## config.mk

```make
export PLATFORM = sky130hd
export DESIGN_NAME = rmode_ctrl
export DESIGN_NICKNAME = d
export VERILOG_FILES = /design/src/rtl/rmode_pkg.sv /design/src/rtl/rmode_store.sv /design/src/rtl/rmode_pick.sv /design/src/rtl/rmode_judge.sv /design/src/rtl/rmode_resp_fsm.sv /design/src/rtl/rmode_ctrl.sv
export SDC_FILE = /design/constraint.sdc
export NUM_CORES = 1
export LEC_CHECK = 0
export BUFFER_PORTS_ARGS = -buffer_cell sky130_fd_sc_hd__buf_2
export CAP_MARGIN = 25
export CORE_MARGIN = 3
export CORE_UTILIZATION = 57
export CTS_CLUSTER_DIAMETER = 80
export DETAILED_ROUTE_END_ITERATION = 8
export PLACE_DENSITY = 0.77
export SLEW_MARGIN = 5
export SYNTH_ARGS = -nofsm -noshare
export SYNTH_HDL_FRONTEND = slang
export SYNTH_SLANG_ARGS = --single-unit
export TNS_END_PERCENT = 30
```

## constraint.sdc

```tcl
create_clock -name clk -period 3.5 [get_ports clk]
set_clock_uncertainty 0.2 [all_clocks]
set_input_delay 0.35 -clock clk [delete_from_list [all_inputs] [get_ports clk]]
set_output_delay 0.35 -clock clk [all_outputs]
set_load 0.005 [all_outputs]
```

## src/rtl/rmode_pkg.sv

```systemverilog
package rmode_pkg;
    localparam logic [1:0] MODE_UNCACHED = 2'd0;
    localparam logic [1:0] MODE_RSVD     = 2'd1;
    localparam logic [1:0] MODE_THROUGH  = 2'd2;
    localparam logic [1:0] MODE_BACK     = 2'd3;

    typedef enum logic [1:0] {
        ST_IDLE  = 2'd0,
        ST_GRANT = 2'd1,
        ST_DENY  = 2'd2
    } rsp_state_e;
endpackage

```

## src/rtl/rmode_store.sv

```systemverilog
module rmode_store
    import rmode_pkg::*;
#(
    parameter int NREG   = 16,
    parameter int MODE_W = 2,
    localparam int IDX_W = $clog2(NREG)
) (
    input  logic                     clk,
    input  logic                     rst_n,
    input  logic                     wr_en,
    input  logic [IDX_W-1:0]         wr_region,
    input  logic [MODE_W-1:0]        wr_mode,
    output logic [NREG*MODE_W-1:0]   modes_flat
);
    logic [MODE_W-1:0] mode_q [NREG];

    for (genvar g = 0; g < NREG; g++) begin : g_region
        always_ff @(posedge clk) begin
            if (!rst_n) begin
                mode_q[g] <= MODE_W'(MODE_BACK);
            end else if (wr_en && (wr_region == IDX_W'(g))) begin
                mode_q[g] <= wr_mode;
            end
        end
        assign modes_flat[g*MODE_W +: MODE_W] = mode_q[g];

        // a stored mode only ever moves down while out of reset
        assert_mode_never_rises_R8: assert property (@(posedge clk) disable iff (!rst_n)
            mode_q[g] <= $past(mode_q[g]));
        // the reserved code never lands in storage
        assert_no_reserved_code_R6: assert property (@(posedge clk) disable iff (!rst_n)
            mode_q[g] != MODE_W'(MODE_RSVD));
    end
endmodule

```

## src/rtl/rmode_pick.sv

```systemverilog
module rmode_pick #(
    parameter int NREG   = 16,
    parameter int MODE_W = 2,
    localparam int IDX_W = $clog2(NREG)
) (
    input  logic [NREG*MODE_W-1:0] modes_flat,
    input  logic [IDX_W-1:0]       sel,
    output logic [MODE_W-1:0]      mode
);
    always_comb begin
        mode = '0;
        for (int k = 0; k < NREG; k++) begin
            if (sel == IDX_W'(k)) begin
                mode = modes_flat[k*MODE_W +: MODE_W];
            end
        end
    end
endmodule

```

## src/rtl/rmode_judge.sv

```systemverilog
module rmode_judge
    import rmode_pkg::*;
#(
    parameter int MODE_W = 2
) (
    input  logic [MODE_W-1:0] cur_mode,
    input  logic [MODE_W-1:0] req_mode,
    output logic              grant
);
    always_comb begin
        grant = (req_mode != MODE_W'(MODE_RSVD)) && (req_mode < cur_mode);
    end
endmodule

```

## src/rtl/rmode_resp_fsm.sv

```systemverilog
module rmode_resp_fsm
    import rmode_pkg::*;
(
    input  logic clk,
    input  logic rst_n,
    input  logic req_valid,
    input  logic grant,
    output logic rsp_valid,
    output logic rsp_ok
);
    rsp_state_e state_q, state_d;

    always_comb begin
        state_d = ST_IDLE;
        if (req_valid) begin
            state_d = grant ? ST_GRANT : ST_DENY;
        end
    end

    always_ff @(posedge clk) begin
        if (!rst_n) state_q <= ST_IDLE;
        else        state_q <= state_d;
    end

    always_comb begin
        rsp_valid = 1'b0;
        rsp_ok    = 1'b0;
        unique case (state_q)
            ST_IDLE:  begin rsp_valid = 1'b0; rsp_ok = 1'b0; end
            ST_GRANT: begin rsp_valid = 1'b1; rsp_ok = 1'b1; end
            ST_DENY:  begin rsp_valid = 1'b1; rsp_ok = 1'b0; end
            default:  begin rsp_valid = 1'b0; rsp_ok = 1'b0; end
        endcase
    end

    // a response appears exactly one cycle after each request
    assert_rsp_after_req_R7: assert property (@(posedge clk) disable iff (!rst_n)
        req_valid |=> rsp_valid);
    assert_rsp_needs_req_R7: assert property (@(posedge clk) disable iff (!rst_n)
        !req_valid |=> !rsp_valid);
    assert_ok_implies_valid_R7: assert property (@(posedge clk) disable iff (!rst_n)
        rsp_ok |-> rsp_valid);
endmodule

```

## src/rtl/rmode_ctrl.sv

```systemverilog
module rmode_ctrl
    import rmode_pkg::*;
#(
    parameter int NREG   = 16,
    parameter int MODE_W = 2,
    parameter int ADDR_W = 32,
    localparam int IDX_W = $clog2(NREG)
) (
    input  logic              clk,
    input  logic              rst_n,
    input  logic              req_valid,
    input  logic [IDX_W-1:0]  req_index,
    input  logic [MODE_W-1:0] req_mode,
    output logic              rsp_valid,
    output logic              rsp_ok,
    input  logic [ADDR_W-1:0] lookup_addr,
    output logic [MODE_W-1:0] lookup_mode
);
    logic [NREG*MODE_W-1:0] modes_flat;
    logic [IDX_W-1:0]       target_region;
    logic [IDX_W-1:0]       lookup_region;
    logic [MODE_W-1:0]      target_mode;
    logic                   grant;

    // request index counts regions from the top down
    assign target_region = IDX_W'(NREG - 1) - req_index;
    assign lookup_region = lookup_addr[ADDR_W-1 -: IDX_W];

    rmode_pick #(.NREG(NREG), .MODE_W(MODE_W)) u_pick_target (
        .modes_flat (modes_flat),
        .sel        (target_region),
        .mode       (target_mode)
    );

    rmode_pick #(.NREG(NREG), .MODE_W(MODE_W)) u_pick_lookup (
        .modes_flat (modes_flat),
        .sel        (lookup_region),
        .mode       (lookup_mode)
    );

    rmode_judge #(.MODE_W(MODE_W)) u_judge (
        .cur_mode (target_mode),
        .req_mode (req_mode),
        .grant    (grant)
    );

    rmode_store #(.NREG(NREG), .MODE_W(MODE_W)) u_store (
        .clk        (clk),
        .rst_n      (rst_n),
        .wr_en      (req_valid && grant),
        .wr_region  (target_region),
        .wr_mode    (req_mode),
        .modes_flat (modes_flat)
    );

    rmode_resp_fsm u_fsm (
        .clk       (clk),
        .rst_n     (rst_n),
        .req_valid (req_valid),
        .grant     (grant),
        .rsp_valid (rsp_valid),
        .rsp_ok    (rsp_ok)
    );

    // equal or higher request yields a denial next cycle
    assert_deny_not_lower_R5: assert property (@(posedge clk) disable iff (!rst_n)
        (req_valid && (req_mode >= target_mode)) |=> (rsp_valid && !rsp_ok));
    // reserved code yields a denial next cycle
    assert_deny_reserved_R6: assert property (@(posedge clk) disable iff (!rst_n)
        (req_valid && (req_mode == MODE_W'(MODE_RSVD))) |=> (rsp_valid && !rsp_ok));
    // a grant always means the stored mode went strictly down
    assert_grant_lowers_R4: assert property (@(posedge clk) disable iff (!rst_n)
        (req_valid && (req_mode < target_mode) && (req_mode != MODE_W'(MODE_RSVD)))
        |=> rsp_ok);
endmodule

```

==> reports/metrics.csv, run 1 <==
metric;value;unit
first-pass GRT wire length;10.72;mm
Rows;24;
final WL;6.913;mm
top cell type's share of synthesized area;35.59;%
relative slew slack;29.05;%
CP startpoint kind;flop;
DIE AREA;5599;um2
worst-margin pin slew;1.060;ns
Peak VDD IR;0.1712;mV
Post-Syn Instances;269;
DR iter-0 viols;238;
cell taking the most area after synthesis;edfxtp_1;
Clk pwr share;28.1;%
Data required, critical path;3.28;ns
switch share;30.70;%
FMAX;0.3111;GHz
crit path time final;3.214;ns
clock slew at reported path FFs;0.07;ns
Final Hold Viols;0;
fraction of layout cells with a size suffix above 1;26.39;%
pins over their slew limit;0;
register area;1001;um2
DP Wirelength;5.144;mm
Area Growth Syn to Fin;10.19;%
vias in the first global route;2133;
GRT Total Usage;25.67;%
Synth warnings;0;
Routed Antenna Nets;0;
Worst-Skew Late Latency;0.29;ns
TritonCTS clock tree;built;
Die X;74.83;um
Vias;2389;
filler cell count;351;
hold_ws;0.1698;ns
Final GP Congestion;0.8574;
Synth Flop Type;edfxtp_1;
Hold/Removal Path Class;in2reg;
synthesis-stage register bit count;34;
drc violations;0;
CTS Buf Count;5;
P_sw;298.6;uW
overflow left after global routing;0;
I/O Buffers;16;
Core ar.;4474;um2
diodes inserted;0;
DR WL/cell;20.33;um
largest net degree at the start of global routing;27;
crit path DAT;2.99;ns
TritonRoute pass-1 iters;5;
Logic pwr share;25.0;%
fin crit share;91.83;%
cts hold-fix bufs;0;
Syn Nets;312;
Post-CTS Setup Bufs;0;
Post-synth EDFFs;32;
Resized Gates After CTS;0;
antenna violations before repair;0;
RSZ-0062 raised after global routing;false;
Tot Pwr;972.7;uW
Die Ht;74.83;um
Starting Density;60.35;%
sequential share of the synthesized area;37.07;%
post-synthesis cell type count;64;
asr flop ratio synth;0;%
Crit Path Category;reg2reg;
status;finished, final reports clean;
CP Capture Type;flop;
CTS sink cnt;34;
syn avg cell area;10.04;um2
Final nets;331;
final setup vio count;0;
synthesized area;2700;um2
Power Internal;674.1;uW
max cap viols;0;
Sequential Power Share;46.9;%
static leakage;0.9555;nW
total negative setup slack;0;ns
Via-to-Cell Ratio;7.026;
Worst Path Max Fanout;13;
CTS H-tree lvls;2;
power per cell area;326.9;nW/um2
Top Ports;45;
root buffer cell;clkbuf_8;
area occupied by multi-input gates;1500;um2
dominant cells by area after synthesis;edfxtp_1, o211ai_1, mux4_2, nor3_1, a31oi_1;
clk buf depth;2;
## worst paths after layout
check             slack, ns                 start                    end  cells after the start
hold / removal         0.17             req_valid       u_fsm.state_q[1]                      2
setup reg to reg       0.29  u_store.mode_q[0][9]  u_store.mode_q[0][14]                     10
hold reg to reg        0.76  u_store.mode_q[1][0]       u_fsm.state_q[1]                      4
setup / recovery       0.29  u_store.mode_q[0][9]  u_store.mode_q[0][14]                     10
## sequential cells by signal (all words and copies together), names as in the netlist
register	cells
u_fsm.state_q	2
u_store.mode_q	32
## kinds of logic (layout without fill, tap and decap cells)
family	count (synthesis)	after routing	synth area share, %
DFF	34	34	37.07
adders and majority gates	2	2	0.9266
buffers and inverters	41	60	7.785
and+or+nand+nor	78	78	16.59
AOI/OAI and AO/OA	101	101	29.98
muxes	13	13	7.646
## cell usage in the layout, fill, tap and decap left out, types with 3 or more instances in the layout
master    Yosys  final
a211oi_1      3      3
a21oi_1      11     11
a31oi_1      11     11
buf_2         7     16
buf_4         2     23
clkbuf_8      0      5
edfxtp_1     32     32
inv_1        10     10
mux2i_1       6      6
mux4_2        6      6
nand2_1      11     11
nand2b_1      8      8
nand3_1       6      6
nor2_1       16     16
nor2b_1       4      4
nor3_1       14     14
o211ai_1     23     23
o211ai_2      4      4
o21ai_0      13     13
o311ai_0      4      4
o31ai_1       5      5
o31ai_2       4      4
## synthesized netlist by cell type (3+ instances only)
master / number
o311ai_0: 4
nor3_1: 14
mux4_2: 6
buf_6: 5
o211ai_2: 4
nor2b_1: 4
o31ai_2: 4
o21ai_0: 13
a21oi_1: 11
inv_1: 10
edfxtp_1: 32
nor2_1: 16
nand2_1: 11
buf_2: 7
buf_1: 3
mux2i_1: 6
clkbuf_1: 11
nand2b_1: 8
o31ai_1: 5
a211oi_1: 3
o211ai_1: 23
nand3_1: 6
a31oi_1: 11
## layout make-up
cell class              count  area share, %
repair buffers             42          9.714
multi-input cells         194          50.42
clock buffers               5          2.313
flip-flops and latches     34          33.64
inverters                  11          1.388
well taps                  52          2.187
clock inverters             2         0.3364
## critical path, cell delays in order, from the launching register on
cell and delay (ns):
edfxtp_1 0.39, mux4_2 0.25, o21ai_0 0.10, nor3_1 0.24
nor3_1 0.11, ha_1 0.20, inv_1 0.08, o211a_1 0.19
nand2_1 0.10, nor2_1 0.82, o211ai_1 0.23
## per-layer routing
metal | up-vias | wire (um) | share of wire [%] | GRT usage, %
met2 | 139 | 3226 | 47 | 40.23
met5 | - | 0 | 0 | 0
met1 | 1120 | 2947 | 43 | 35.84
li1 | 1113 | - | - | -
met4 | 0 | 120 | 1.7 | 8.103
met3 | 17 | 619 | 9.0 | 5.207
## through the flow
step / cells / cell area (um2) / setup WS, ns / util, %
global route: 340 / 2975 / 0.06927 / 66.50
global placement: 331 / 2880 / 0.03032 / 64.37
floorplan: 269 / 2700 / 0.2095 / -
CTS: 339 / 2970 / 0.3197 / 66.39
detailed placement: 332 / 2892 / 0.04562 / 64.63
finish: 340 / 2975 / 0.2860 / 66.50
## power by group through the flow
stage / Sequential (mW) / Clock (mW) / Combinational (mW)
final: 0.456 / 0.273 / 0.243
after global routing: 0.457 / 0.288 / 0.261
after CTS: 0.456 / 0.272 / 0.240
after detailed placement: 0.465 / 0 / 0.239
after global placement: 0.465 / 0 / 0.233
after floorplan: 0.462 / 0 / 0.170
Power figures use the tool's default switching activity.
==> inputs of run 2 (changes only) <==
--- a/config.mk
+++ b/config.mk
@@ -8,10 +8,10 @@
 export BUFFER_PORTS_ARGS = -buffer_cell sky130_fd_sc_hd__buf_2
 export CAP_MARGIN = 25
 export CORE_MARGIN = 3
-export CORE_UTILIZATION = 57
+export CORE_UTILIZATION = 35
 export CTS_CLUSTER_DIAMETER = 80
 export DETAILED_ROUTE_END_ITERATION = 8
-export PLACE_DENSITY = 0.77
+export PLACE_DENSITY = 0.5
 export SLEW_MARGIN = 5
 export SYNTH_ARGS = -nofsm -noshare
 export SYNTH_HDL_FRONTEND = slang
==> reports/metrics.csv, run 2 (same netlist as run 1, synthesis figures left out) <==
metric;value;unit;change
Core ar.;7370;um2;was 4474 um2
Stages on worst setup path;11;;was 10
CTS H-tree lvls;2;;unchanged
Top Ports;45;;unchanged
Data required, critical path;3.24;ns;was 3.28 ns
fin area;3120;um2;was 2975 um2
fin worst setup slack;0.2832;ns;was 0.2860 ns
first-pass GRT wire length;12.30;mm;was 10.72 mm
Die X;93.83;um;was 74.83 um
Vias;2285;;was 2,389
Crit-path slowest cell;edfxtp_1;;was nor2_1
drc violations;0;;unchanged
Post-DP Area;3040;um2;was 2892 um2
clk buf depth;2;;unchanged
commonest non-fill, non-tap cells in the layout;edfxtp_1, buf_4, o211ai_1;;was edfxtp_1, o211ai_1, buf_4
DIE AREA;8804;um2;was 5599 um2
root buffer cell;clkbuf_8;;unchanged
worst-margin pin slew;0.6711;ns;was 1.060 ns
commonest non-fill, non-tap cell in the layout;edfxtp_1;;unchanged
worst setup path end;u_store.mode_q[1][2];;was u_store.mode_q[0][14]
overflow left after global routing;0;;unchanged
max incr delay on CP;0.38;ns;was 0.82 ns
worst flop-to-flop path startpoint;u_store.mode_q[0][9];;unchanged
crit path DAT;2.96;ns;was 2.99 ns
Hold Path Cell Cnt;2;;unchanged
reg2reg end;u_store.mode_q[1][2];;was u_store.mode_q[0][14]
I/O Buffers;16;;unchanged
largest net degree at the start of global routing;33;;was 27
DR iter-0 viols;255;;was 238
CP Capture Type;flop;;unchanged
worst reg2reg path depth;11;;was 10
Post-CTS Setup Bufs;0;;unchanged
Largest regs;u_store.mode_q x32, u_fsm.state_q x2;;unchanged
Hold/Removal Path Class;in2reg;;unchanged
pins over their slew limit;0;;unchanged
Post-Layout Cell Count;395;;was 340
Worst-Skew Late Latency;0.28;ns;was 0.29 ns
final WL;7.622;mm;was 6.913 mm
critical path launch point;u_store.mode_q[0][9];;unchanged
final setup vio count;0;;unchanged
clock slew at reported path FFs;0.07;ns;about the same
diodes inserted;0;;unchanged
worst-path cell chain;mux4_2 > o21ai_0 > nor3_1 > nor3_1 > ha_1 > inv_1 > o211ai_1 > a2111oi_2 > o31ai_2 > buf_4 > o31ai_1;;was mux4_2 > o21ai_0 > nor3_1 > nor3_1 > ha_1 > inv_1 > o211a_1 > nand2_1 > nor2_1 > o211ai_1
CTS Buf Count;5;;unchanged
TritonCTS clock tree;built;;unchanged
status;finished, final reports clean;;unchanged
Area Growth Syn to Fin;15.57;%;was 10.19%
Peak VDD IR;0.1615;mV;was 0.1712 mV
filler cell count;730;;was 351
Routed Antenna Nets;0;;unchanged
Crit Path Category;reg2reg;;unchanged
DP Wirelength;5.671;mm;was 5.144 mm
Worst Path Max Fanout;7;;was 13
FMAX;0.3109;GHz;was 0.3111 GHz
vias in the first global route;2259;;was 2,133
Final nets;338;;was 331
relative slew slack;54.99;%;was 29.05%
fraction of layout cells with a size suffix above 1;27.70;%;was 26.39%
static leakage;0.9931;nW;was 0.9555 nW
CP startpoint kind;flop;;unchanged
register-to-register setup slack;0.28;ns;was 0.29 ns
DR WL/cell;19.30;um;was 20.33 um
Buf/Inv on CP;2;;was 1
cts hold-fix bufs;0;;unchanged
TritonRoute pass-1 iters;4;;was 5
Largest Register;u_store.mode_q;;unchanged
Hold Startpoint;req_valid;;unchanged
Die Ht;93.83;um;was 74.83 um
Tot Pwr;988.3;uW;was 972.7 uW
CTS sink cnt;34;;unchanged
crit path time final;3.217;ns;was 3.214 ns
hold_ws;0.1923;ns;was 0.1698 ns
Via-to-Cell Ratio;5.785;;was 7.026
RSZ-0062 raised after global routing;false;;unchanged
register area;1001;um2;unchanged
antenna violations before repair;0;;unchanged
Resized Gates After CTS;0;;unchanged
Final GP Congestion;0.7872;;was 0.8574
power per cell area;316.7;nW/um2;was 326.9 nW/um2
Final Hold Viols;0;;unchanged
Most common cell on crit path;nor3_1;;unchanged
DP Cell Count;387;;was 332
Top Family by Delay on Critical Path;compound AO/OA/AOI/OAI gates;;was simple AND/OR/NAND/NOR gates
total negative setup slack;0;ns;unchanged
fin crit share;91.91;%;was 91.83%
Setup WS pre-CTS;0.01059;ns;was 0.04562 ns
Finished Core Util;42.34;%;was 66.50%
Rows;31;;was 24
Starting Density;36.64;%;was 60.35%
max FFs per register;32;;unchanged
GRT Total Usage;18.45;%;was 25.67%
area occupied by multi-input gates;1505;um2;was 1500 um2
max cap viols;0;;unchanged
==> run 2: changes by cell type in the layout (fill, tap and decap cells not counted), sizes merged <==
cell    delta
clkbuf     -1
buf        +8
clkinv     +1
==> run 2: how the worst min path moves through the flow <==
stage	endpoint	slack [ns]
global route	u_fsm.state_q[1]	0.20
detailed placement	u_fsm.state_q[1]	0.46
global placement	u_fsm.state_q[1]	0.46
floorplan	u_store.mode_q[1][11]	0.33
CTS	u_fsm.state_q[1]	0.18
finish	u_fsm.state_q[1]	0.19
==> run 2: cell type report <==
class | count | share of cell area [%]
Clock inverter | 3 | 0.3609
Tap cell | 99 | 3.970
Timing Repair Buffer | 49 | 11.83
Inverter | 11 | 1.323
Clock buffer | 5 | 2.205
Multi-Input combinational cell | 194 | 48.24
Sequential cell | 34 | 32.08
==> run 2: routing by layer <==
layer | up-vias | share of wire (%) | track usage (%)
li1 | 1129 | - | -
met1 | 1096 | 48 | 26.99
met2 | 54 | 46 | 27.38
met3 | 6 | 4.6 | 3.365
met4 | 0 | 1.3 | 6.017
met5 | - | 0 | 0
==> run 2: worst register-to-register path, cell delays in order (launching register included) <==
cell,delay [ns]
edfxtp_1,0.38
mux4_2,0.26
o21ai_0,0.07
nor3_1,0.26
nor3_1,0.12
ha_1,0.19
inv_1,0.09
o211ai_1,0.12
a2111oi_2,0.38
o31ai_2,0.25
buf_4,0.22
o31ai_1,0.33
==> run 2: power breakdown <==
| group | internal (mW) | switching (mW) | total, mW | leakage [nW] |
|---|---|---|---|---|
| clock | 0.133 | 0.139 | 0.271 | 0.0407 |
| combinational | 0.100 | 0.160 | 0.260 | 0.693 |
| sequential | 0.451 | 0.00504 | 0.456 | 0.260 |
| total | 0.684 | 0.304 | 0.988 | 0.993 |
